### src/rtl/cs_shift_pkg.sv
package cs_shift_pkg;
  parameter int CS_WORD_BITS = 32;
  parameter int CS_NUM_WORDS = 6;
  localparam int CS_BIT_W = $clog2(CS_WORD_BITS);
  localparam int CS_WORD_SEL_W = $clog2(CS_NUM_WORDS);
  localparam int CS_PAGE_BITS = CS_WORD_BITS * CS_NUM_WORDS;

  // Strobes from sequencer to datapath, valid for one cycle
  typedef struct packed {
    logic clear;
    logic load;
    logic shift;
    logic [CS_WORD_SEL_W-1:0] wordSel;
  } csStrobe_t;
endpackage

### src/rtl/cs_shift_ctrl.sv
module cs_shift_ctrl
  import cs_shift_pkg::*;
#(
  parameter int WORD_BITS = CS_WORD_BITS,
  parameter int NUM_WORDS = CS_NUM_WORDS
) (
  input  logic      clk,
  input  logic      rstN,
  input  logic      txEnable,
  input  logic      statusEnable,
  input  logic      frameStrobe,
  input  logic      blockStart,
  output csStrobe_t strobes,
  output logic      busy
);
  localparam int BIT_W = $clog2(WORD_BITS);
  localparam logic [BIT_W-1:0] LAST_BIT = BIT_W'(WORD_BITS - 1);
  localparam logic [CS_WORD_SEL_W-1:0] LAST_WORD = CS_WORD_SEL_W'(NUM_WORDS - 1);

  logic [BIT_W-1:0] bitIdx;
  logic [CS_WORD_SEL_W-1:0] wordIdx;
  logic [CS_WORD_SEL_W-1:0] nextWord;
  logic synced;
  logic active;
  logic atLastBit;

  assign active    = txEnable && statusEnable;
  assign atLastBit = (bitIdx == LAST_BIT);
  assign nextWord  = (wordIdx == LAST_WORD) ? '0 : wordIdx + 1'b1;

  always_comb begin
    strobes = '0;
    if (frameStrobe) begin
      if (!active) begin
        strobes.clear = 1'b1;
      end else if (blockStart) begin
        strobes.load = 1'b1;
        strobes.wordSel = '0;
      end else if (synced) begin
        if (atLastBit) begin
          strobes.load = 1'b1;
          strobes.wordSel = nextWord;
        end else begin
          strobes.shift = 1'b1;
        end
      end
    end
  end

  always_ff @(posedge clk or negedge rstN) begin
    if (!rstN) begin
      bitIdx  <= '0;
      wordIdx <= '0;
      synced  <= 1'b0;
      busy    <= 1'b0;
    end else if (frameStrobe) begin
      if (!active) begin
        bitIdx  <= '0;
        wordIdx <= '0;
        synced  <= 1'b0;
        busy    <= 1'b0;
      end else if (blockStart) begin
        bitIdx  <= '0;
        wordIdx <= '0;
        synced  <= 1'b1;
        busy    <= 1'b1;
      end else if (synced) begin
        if (atLastBit) begin
          bitIdx  <= '0;
          wordIdx <= nextWord;
          if (nextWord == '0) busy <= 1'b1;
          else if (nextWord == LAST_WORD) busy <= 1'b0;
        end else begin
          bitIdx <= bitIdx + 1'b1;
        end
      end
    end
  end

  a_r2_busy_on_start: assert property (@(posedge clk) disable iff (!rstN)
    frameStrobe && active && blockStart |=> busy);

  a_r5_busy_off_last_word: assert property (@(posedge clk) disable iff (!rstN)
    frameStrobe && active && !blockStart && synced && atLastBit
      && (wordIdx == LAST_WORD - 1'b1) |=> !busy);

  a_r6_busy_off_disabled: assert property (@(posedge clk) disable iff (!rstN)
    frameStrobe && !txEnable |=> !busy);

  a_r6_busy_holds_between: assert property (@(posedge clk) disable iff (!rstN)
    !frameStrobe |=> $stable(busy));
endmodule

### src/rtl/cs_shift_datapath.sv
module cs_shift_datapath
  import cs_shift_pkg::*;
#(
  parameter int WORD_BITS = CS_WORD_BITS,
  parameter int NUM_WORDS = CS_NUM_WORDS
) (
  input  logic                           clk,
  input  logic                           rstN,
  input  logic [WORD_BITS*NUM_WORDS-1:0] pageWords,
  input  csStrobe_t                      strobes,
  output logic                           curBit
);
  logic [WORD_BITS-1:0] words [NUM_WORDS];
  logic [WORD_BITS-1:0] shiftReg;

  for (genvar k = 0; k < NUM_WORDS; k++) begin : g_word
    assign words[k] = pageWords[k*WORD_BITS +: WORD_BITS];
  end

  always_ff @(posedge clk or negedge rstN) begin
    if (!rstN) begin
      shiftReg <= '0;
    end else if (strobes.clear) begin
      shiftReg <= '0;
    end else if (strobes.load) begin
      shiftReg <= words[strobes.wordSel];
    end else if (strobes.shift) begin
      shiftReg <= shiftReg >> 1;
    end
  end

  assign curBit = shiftReg[0];
endmodule

### src/rtl/cs_tx_shifter.sv
module cs_tx_shifter
  import cs_shift_pkg::*;
#(
  parameter int WORD_BITS = CS_WORD_BITS,
  parameter int NUM_WORDS = CS_NUM_WORDS
) (
  input  logic                           clk,
  input  logic                           rstN,
  input  logic [WORD_BITS*NUM_WORDS-1:0] pageWords,
  input  logic                           txEnable,
  input  logic                           statusEnable,
  input  logic                           frameStrobe,
  input  logic                           blockStart,
  output logic                           statusBit,
  output logic                           busy
);
  csStrobe_t strobes;
  logic curBit;

  cs_shift_ctrl #(.WORD_BITS(WORD_BITS), .NUM_WORDS(NUM_WORDS)) u_ctrl (
    .clk(clk), .rstN(rstN), .txEnable(txEnable), .statusEnable(statusEnable),
    .frameStrobe(frameStrobe), .blockStart(blockStart),
    .strobes(strobes), .busy(busy)
  );

  cs_shift_datapath #(.WORD_BITS(WORD_BITS), .NUM_WORDS(NUM_WORDS)) u_dp (
    .clk(clk), .rstN(rstN), .pageWords(pageWords),
    .strobes(strobes), .curBit(curBit)
  );

  assign statusBit = curBit && txEnable && statusEnable;

  a_r2_first_bit: assert property (@(posedge clk) disable iff (!rstN)
    frameStrobe && txEnable && statusEnable && blockStart
      |=> (!(txEnable && statusEnable) || statusBit == $past(pageWords[0])));
endmodule

### config.mk
export PLATFORM = sky130hd
export DESIGN_NAME = cs_tx_shifter
export DESIGN_NICKNAME = d
export VERILOG_FILES = /design/src/rtl/cs_shift_pkg.sv /design/src/rtl/cs_shift_ctrl.sv /design/src/rtl/cs_shift_datapath.sv /design/src/rtl/cs_tx_shifter.sv
export SDC_FILE = /design/constraint.sdc
export NUM_CORES = 1
export LEC_CHECK = 0
export BUFFER_PORTS_ARGS = -buffer_cell sky130_fd_sc_hd__buf_4
export CAP_MARGIN = 20
export CORE_MARGIN = 5
export CORE_UTILIZATION = 52
export CTS_CLUSTER_SIZE = 12
export DETAILED_ROUTE_END_ITERATION = 16
export GPL_TIMING_DRIVEN = 1
export PLACE_DENSITY = 0.85
export SLEW_MARGIN = 10
export SYNTH_ARGS = -nofsm -noshare
export SYNTH_HDL_FRONTEND = slang
export SYNTH_SLANG_ARGS = --single-unit
### constraint.sdc
create_clock -name clk -period 5.6 [get_ports clk]
set_clock_uncertainty 0.15 [all_clocks]
set_input_delay 0.28 -clock clk [delete_from_list [all_inputs] [get_ports clk]]
set_output_delay 0.28 -clock clk [all_outputs]
set_load 0.01 [all_outputs]
==> results.md, run 1 <==
- Status: finished, final reports clean
- Critical Path AT: 3.42 ns
- CP max stage cell: a21oi_4
- GPL Wtd Cong: 0.844
- Routed vias/inst: 6.18
- Initial Util: 54.0%
- Setup Crit Path Kind: reg -> reg
- Critical Path End Type: flip-flop
- DR WL/cell: 18.5 um
- Worst skew pair latency: 0.30 ns
- Hold endpoint: u_ctrl.synced$_DFFE_PN0P_
- Post-CTS setup buffer count: 0
- HPWL Detailed: 10600 um
- Post-synth EDFFs: 0
- Period utilization: 60.8%
- Post-synth ARST share: 100%
- Synth Instances: 565
- Worst-path cell chain: ha_1 -> and3_1 -> ha_1 -> nand3_1 -> or2_2 -> buf_4 -> a21oi_4 -> o221ai_1 -> o311ai_0
- Clock root buffer: clkbuf_8
- Total CTS buffers: 5
- CP Max Fanout: 65
- I/O pin cnt: 200
- Grt ovf: 0
- Core Area: 7810 um2
- CTS resizes: 0
- CTS Sinks: 42
- Layout cells sized above 1: 30.9%
- Setup TNS Final: 0 ns
- Worst-margin pin slew: 1.07 ns
- Pleak: 2.42 nW
- Worst Hold Class: in -> reg
- # DRC: 0
- Unrepaired setup endpoints after global routing: false
- Minimum clock period: 3.40 ns
- Non-Filler Instances: 821
- Relative max-transition margin: 28.7%
- TritonCTS clock tree: done
- Yosys cell types: 43
- H-Tree Depth: 2
- Final hold violation count: 0
- GRT Util Overall: 29.1%
- Final nets: 918
- Post-Syn Nets: 765
- Layout area overhead: 38.2%
- Cell Pwr Density: 129 nW/um2
- M3 GR Usage: 4.79%
- N_diodes: 0
- Clock transition at the registers of the reported paths: 0.08 ns
- Register area share after synthesis: 24.9%
- Syn_area_per_cell: 7.46 um2
- Largest net degree at the start of global routing: 71
- Die area: 10000 um2
- Global-route wire length before repair: 24300 um
- YS warnings: 0
- Routed Antenna Nets: 0
- Hold Path Cell Cnt: 2
- GR Layer Usage met1: 38.2%
- DP Area: 5680 um2
- Critical path's top delay family: compound AO/OA/AOI/OAI gates
- M2 GR Usage: 50.5%
- Synthesized area: 4210 um2
- Slew Viols, Final: 0
- CTS Hold Bufs: 1
- Reg2reg path depth: 9
- Drt initial violations: 380
- Final WL: 15200 um
- Setup WS pre-CTS: 2.26 ns
- Register bit total from synthesis: 42
- Peak Freq: 294 MHz
- Die Y: 100 um
- Die width: 100 um
- Num rows: 32
- Placed Cells: 811
- Via count: 5076
- Worst stage delay on the critical path: 0.76 ns
- Startpoint types: flip-flop
- Crit path buffers/inverters: 1
- Most frequent CP cell: ha_1
- Power Total: 0.000754 W
- Clock tree buffer depth: 2
- Max VDD drop: 0.0917 mV
- Fin area: 5820 um2
- Reg-to-Reg Start: u_ctrl.bitIdx[0]$_DFFE_PN0P_
- GRT busiest layer: met2
- Count of buffers from port buffering: 199
- Pre-antenna DRT Iters: 5
- CP required: 5.62 ns
- Max Cap Viol: 0
- Initial antenna violation count: 0
- Setup slack, reg-to-reg: 2.20 ns
- Post-route setup slack: 2.20 ns
- Final setup violating endpoints: 0
- Vias in the first global route: 5000
- Most used DFF post-synth: dfrtp_1
- Reg2reg end: u_dp.shiftReg[8]$_DFFE_PN0P_
- Hold_sp: frameStrobe
logic make-up (layout without fill, tap and decap cells):
logic type / Yosys count / after routing / share of synthesized area (%)
fa+ha+maj: 2 / 2 / 0.594
mux: 1 / 1 / 0.238
compound gates: 242 / 242 / 41.8
xor+xnor: 1 / 1 / 0.208
buf+inv: 64 / 218 / 6.15
flops: 42 / 42 / 24.9
simple gates: 213 / 213 / 26.1
stage by stage:
step                      util [%]  hold WS (ns)
after floorplan                  -        -0.166
after global placement        72.4         0.163
after detailed placement      72.7         0.155
after CTS                     74.2        0.0879
after global routing          74.6        0.0990
final                         74.6        0.0963
worst reg2reg max path: cells and delay by family, from the launching register on:
family	cells	cell delay, ns
AOI/OAI and AO/OA	3	1.42
adders and majority gates	2	0.40
and+or+nand+nor	3	0.59
buffers and inverters	1	0.32
DFF	1	0.40
area by class of cell:
| class | instances | area [um2] |
|---|---|---|
| Clock buffer | 7 | 76.3 |
| Inverter | 3 | 11.3 |
| Timing Repair Buffer | 207 | 1590 |
| Fill cell | 642 | 1980 |
| Clock inverter | 1 | 30.0 |
| Tap cell | 102 | 128 |
| Sequential cell | 42 | 1050 |
| Multi-Input combinational cell | 459 | 2930 |
report_power, final:
| group | switching (W) | internal (W) | leakage [nW] |
|---|---|---|---|
| Sequential | 0.0000101 | 0.000314 | 0.575 |
| Combinational | 0.0000682 | 0.000116 | 1.79 |
| Clock | 0.000112 | 0.000134 | 0.0524 |
registers in the layout, indices dropped and copies added, names as in the netlist:
name	flops
u_ctrl.synced	1
u_ctrl.busy	1
u_ctrl.wordIdx	3
u_ctrl.bitIdx	5
u_dp.shiftReg	32
Yosys cell counts (all sizes together), types with 2 or more instances:
| library cell | instances | area, um2 |
|---|---|---|
| o22a | 30 | 263 |
| or2 | 2 | 12.5 |
| and2 | 31 | 194 |
| a22o | 3 | 26.3 |
| nand3 | 2 | 10.0 |
| ha | 2 | 25.0 |
| o221ai | 30 | 263 |
| o21ai | 38 | 190 |
| nor2b | 33 | 206 |
| a22oi | 33 | 248 |
| buf | 10 | 56.3 |
| inv | 3 | 11.3 |
| dfrtp | 42 | 1050 |
| a21o | 4 | 30.0 |
| a21oi | 36 | 184 |
| or3 | 3 | 18.8 |
| o311ai | 30 | 263 |
| nand2b | 33 | 206 |
| clkbuf | 51 | 191 |
| a21boi | 31 | 233 |
| nand2 | 36 | 135 |
| nor2 | 64 | 240 |
| and3 | 2 | 12.5 |
layer usage:
layer	wire (um)	part of all wire, %	vias to the layer above
met4	206	1.4	0
li1	-	-	2402
met1	6050	40	2393
met3	1220	8.0	21
met5	0	0	-
met2	7730	51	260
cell usage in the layout (no fill, tap or decap), types with 2 or more instances in the layout:
cell      instances
buf_4           203
nor2_1           64
dfrtp_1          40
nand2_1          36
o21ai_0          36
a21oi_1          35
nand2b_1         33
nor2b_1          33
a22oi_1          33
a21boi_0         31
and2_1           31
o22a_1           30
o221ai_1         30
o311ai_0         24
o311ai_1          6
clkbuf_8          5
a21o_1            4
or3_1             3
inv_1             3
a22o_1            3
and3_1            2
nand3_1           2
or2_2             2
ha_1              2
clkbuf_1          2
buf_8             2
dfrtp_2           2
worst max path at each step:
stage | startpoint | endpoint | cells after the start
global placement | u_ctrl.bitIdx[0]$_DFFE_PN0P_ | u_dp.shiftReg[29]$_DFFE_PN0P_ | 8
CTS | u_ctrl.bitIdx[0]$_DFFE_PN0P_ | u_dp.shiftReg[17]$_DFFE_PN0P_ | 9
floorplan | u_ctrl.bitIdx[0]$_DFFE_PN0P_ | u_dp.shiftReg[25]$_DFFE_PN0P_ | 9
global route | u_ctrl.bitIdx[0]$_DFFE_PN0P_ | u_dp.shiftReg[13]$_DFFE_PN0P_ | 9
detailed placement | u_ctrl.bitIdx[0]$_DFFE_PN0P_ | u_dp.shiftReg[17]$_DFFE_PN0P_ | 9
finish | u_ctrl.bitIdx[0]$_DFFE_PN0P_ | u_dp.shiftReg[8]$_DFFE_PN0P_ | 9
No activity file was read; power rests on OpenSTA's default activity.
==> inputs of run 2 (changes only) <==
--- a/config.mk
+++ b/config.mk
@@ -8,11 +8,11 @@
 export BUFFER_PORTS_ARGS = -buffer_cell sky130_fd_sc_hd__buf_4
 export CAP_MARGIN = 20
 export CORE_MARGIN = 5
-export CORE_UTILIZATION = 52
+export CORE_UTILIZATION = 43
 export CTS_CLUSTER_SIZE = 12
 export DETAILED_ROUTE_END_ITERATION = 16
 export GPL_TIMING_DRIVEN = 1
-export PLACE_DENSITY = 0.85
+export PLACE_DENSITY = 0.75
 export SLEW_MARGIN = 10
 export SYNTH_ARGS = -nofsm -noshare
 export SYNTH_HDL_FRONTEND = slang
==> constraint.sdc (replaced) <==
create_clock -name clk -period 3 [get_ports clk]
set_clock_uncertainty 0.15 [all_clocks]
set_input_delay 0.15 -clock clk [delete_from_list [all_inputs] [get_ports clk]]
set_output_delay 0.15 -clock clk [all_outputs]
set_load 0.01 [all_outputs]
==> run 2 against run 1 <==
Effect of this change: combinational power up 87%; final area up 1.8%; sequential share of layout area down 0.32 points; routed wire length up 4.1%; non-clock buffer count up 13; clock power up 59%; largest cell class unchanged; sequential cell count unchanged; setup slack worse by 1.9 ns.
==> results.md, run 2 (same netlist as run 1, synthesis figures left out) <==
- Status: finished, final reports clean
- I/O pin cnt: 200
- Pre-antenna DRT Iters: 5
- H-Tree Depth: 2
- Setup slack, reg-to-reg: 0.29 ns
- Grt ovf: 0
- N_diodes: 0
- GRT Util Overall: 25.9%
- Initial antenna violation count: 0
- Global-route wire length before repair: 24900 um
- Reg-to-Reg Start: u_ctrl.bitIdx[0]$_DFFE_PN0P_
- Max FFs per register: 32
- Startpoint types: flip-flop
- Count of buffers from port buffering: 199
- Peak Freq: 369 MHz
- Worst Hold Class: in -> reg
- Unrepaired setup endpoints after global routing: false
- Max Cap Viol: 0
- Critical Path End Type: flip-flop
- Total CTS buffers: 5
- Post-CTS setup buffer count: 0
- Die area: 11900 um2
- Reg2reg path depth: 9
- Commonest non-fill, non-tap cell in the layout: buf_4
- Clock tree buffer depth: 2
- DR WL/cell: 18.3 um
- Die Y: 109 um
- Final setup violating endpoints: 0
- GPL Wtd Cong: 0.829
- Largest registers: u_dp.shiftReg x32, u_ctrl.bitIdx x5, u_ctrl.wordIdx x3
- Most frequent cells in the layout: buf_4, nor2_1, dfrtp_1, nand2_1, o21ai_0
- HPWL Detailed: 11600 um
- Critical Path End: u_dp.shiftReg[6]$_DFFE_PN0P_
- Largest net degree at the start of global routing: 59
- Non-Filler Instances: 865
- Period utilization: 90.4%
- Critical Path AT: 2.74 ns
- # DRC: 0
- Clock transition at the registers of the reported paths: 0.09 ns
- Via count: 5117
- Worst-margin pin slew: 0.706 ns
- Setup Crit Path Kind: reg -> reg
- Final WL: 15800 um
- Core Area: 9680 um2
- Initial Util: 43.5%
- Slew Viols, Final: 0
- Layout cells sized above 1: 32.4%
- TritonCTS clock tree: done
- CP Max Fanout: 15
- Reg2reg end: u_dp.shiftReg[6]$_DFFE_PN0P_
- Vias in the first global route: 5111
- CP Launch Point: u_ctrl.bitIdx[0]$_DFFE_PN0P_
- Max VDD drop: 0.154 mV
- Placed Cells: 855
- Relative max-transition margin: 52.8%
- Top reg by flops: u_dp.shiftReg
- Clock root buffer: clkbuf_8
- Die width: 109 um
- Setup TNS Final: 0 ns
- Setup WS pre-CTS: 0.0546 ns
- Cell Pwr Density: 226 nW/um2
- Routed vias/inst: 5.92
- Minimum clock period: 2.71 ns
- Layout area overhead: 40.7%
- Worst skew pair latency: 0.29 ns
- CP required: 3.02 ns
- CTS Sinks: 42
- Num rows: 36
- Routed Antenna Nets: 0
- Drt initial violations: 382
- Final hold violation count: 0
- Post-route setup slack: 0.287 ns
- Final nets: 931
- Pleak: 2.47 nW
==> run 2: changes by cell type in the layout (fill, tap and decap cells not counted), sizes merged <==
cell / before / now
clkinvlp: 0 / 1
clkbuf: 7 / 6
bufinv: 1 / 0
buf: 206 / 218
dlygate4sd3: 1 / 2
clkinv: 0 / 1
==> run 2: final cells by class <==
| cell class | count | area [um2] |
|---|---|---|
| fillers | 904 | 3750 |
| multi-input cells | 459 | 2930 |
| repair buffers | 220 | 1670 |
| flip-flops and latches | 42 | 1050 |
| well taps | 133 | 166 |
| clock buffers | 6 | 82.6 |
| clock inverters | 2 | 12.5 |
| inverters | 3 | 11.3 |
==> run 2: stage by stage <==
step | cell area, um2 | hold WS [ns] | utilization, % | power (W)
after floorplan | 4210 | -0.296 | - | 0.000704
after global placement | 5810 | 0.0366 | 60.0 | 0.000949
after detailed placement | 5810 | 0.0289 | 60.0 | 0.000957
after CTS | 5930 | 0.0451 | 61.2 | 0.00134
after global routing | 5930 | 0.0711 | 61.2 | 0.00140
final | 5930 | 0.0406 | 61.2 | 0.00134
==> run 2: report_power, final <==
part	internal [W]	switching, W
sequential	0.000586	0.0000192
clock	0.000185	0.000205
combinational	0.000217	0.000127
total	0.000988	0.000351
==> run 2: critical path: stages, from the launching register on <==
cell and delay [ns]:
dfrtp_1 0.39, ha_1 0.18, and3_1 0.16, ha_1 0.21
nand3_1 0.13, or2_2 0.39, a21oi_4 0.33, buf_12 0.20
o221ai_1 0.12, o311ai_0 0.34
==> run 2: how the worst min path moves through the flow <==
stage                     startpoint                            to  slack [ns]  cells past startpoint
after floorplan                 rstN  u_ctrl.bitIdx[0]$_DFFE_PN0P_       -0.30                      0
after global placement          rstN     u_ctrl.synced$_DFFE_PN0P_        0.04                      1
after detailed placement        rstN       u_ctrl.busy$_DFFE_PN0P_        0.03                      1
after CTS                 blockStart       u_ctrl.busy$_DFFE_PN0P_        0.05                      3
after global routing      blockStart       u_ctrl.busy$_DFFE_PN0P_        0.07                      3
final                     blockStart       u_ctrl.busy$_DFFE_PN0P_        0.04                      3
==> run 2: per-layer routing <==
metal / track usage [%] / wire length, um / share of wire (%)
met1: 34.5 / 6590 / 42
met2: 44.3 / 7770 / 49
met3: 3.32 / 1210 / 7.6
met4: 6.67 / 257 / 1.6
met5: 0 / 0 / 0
==> run 2: timing repair <==
action                     4_1_cts  5_1_grt
hold buffers                     2        0
hold endpoints to repair        43        0
setup endpoints to repair        0       29
gates resized for setup          0        1
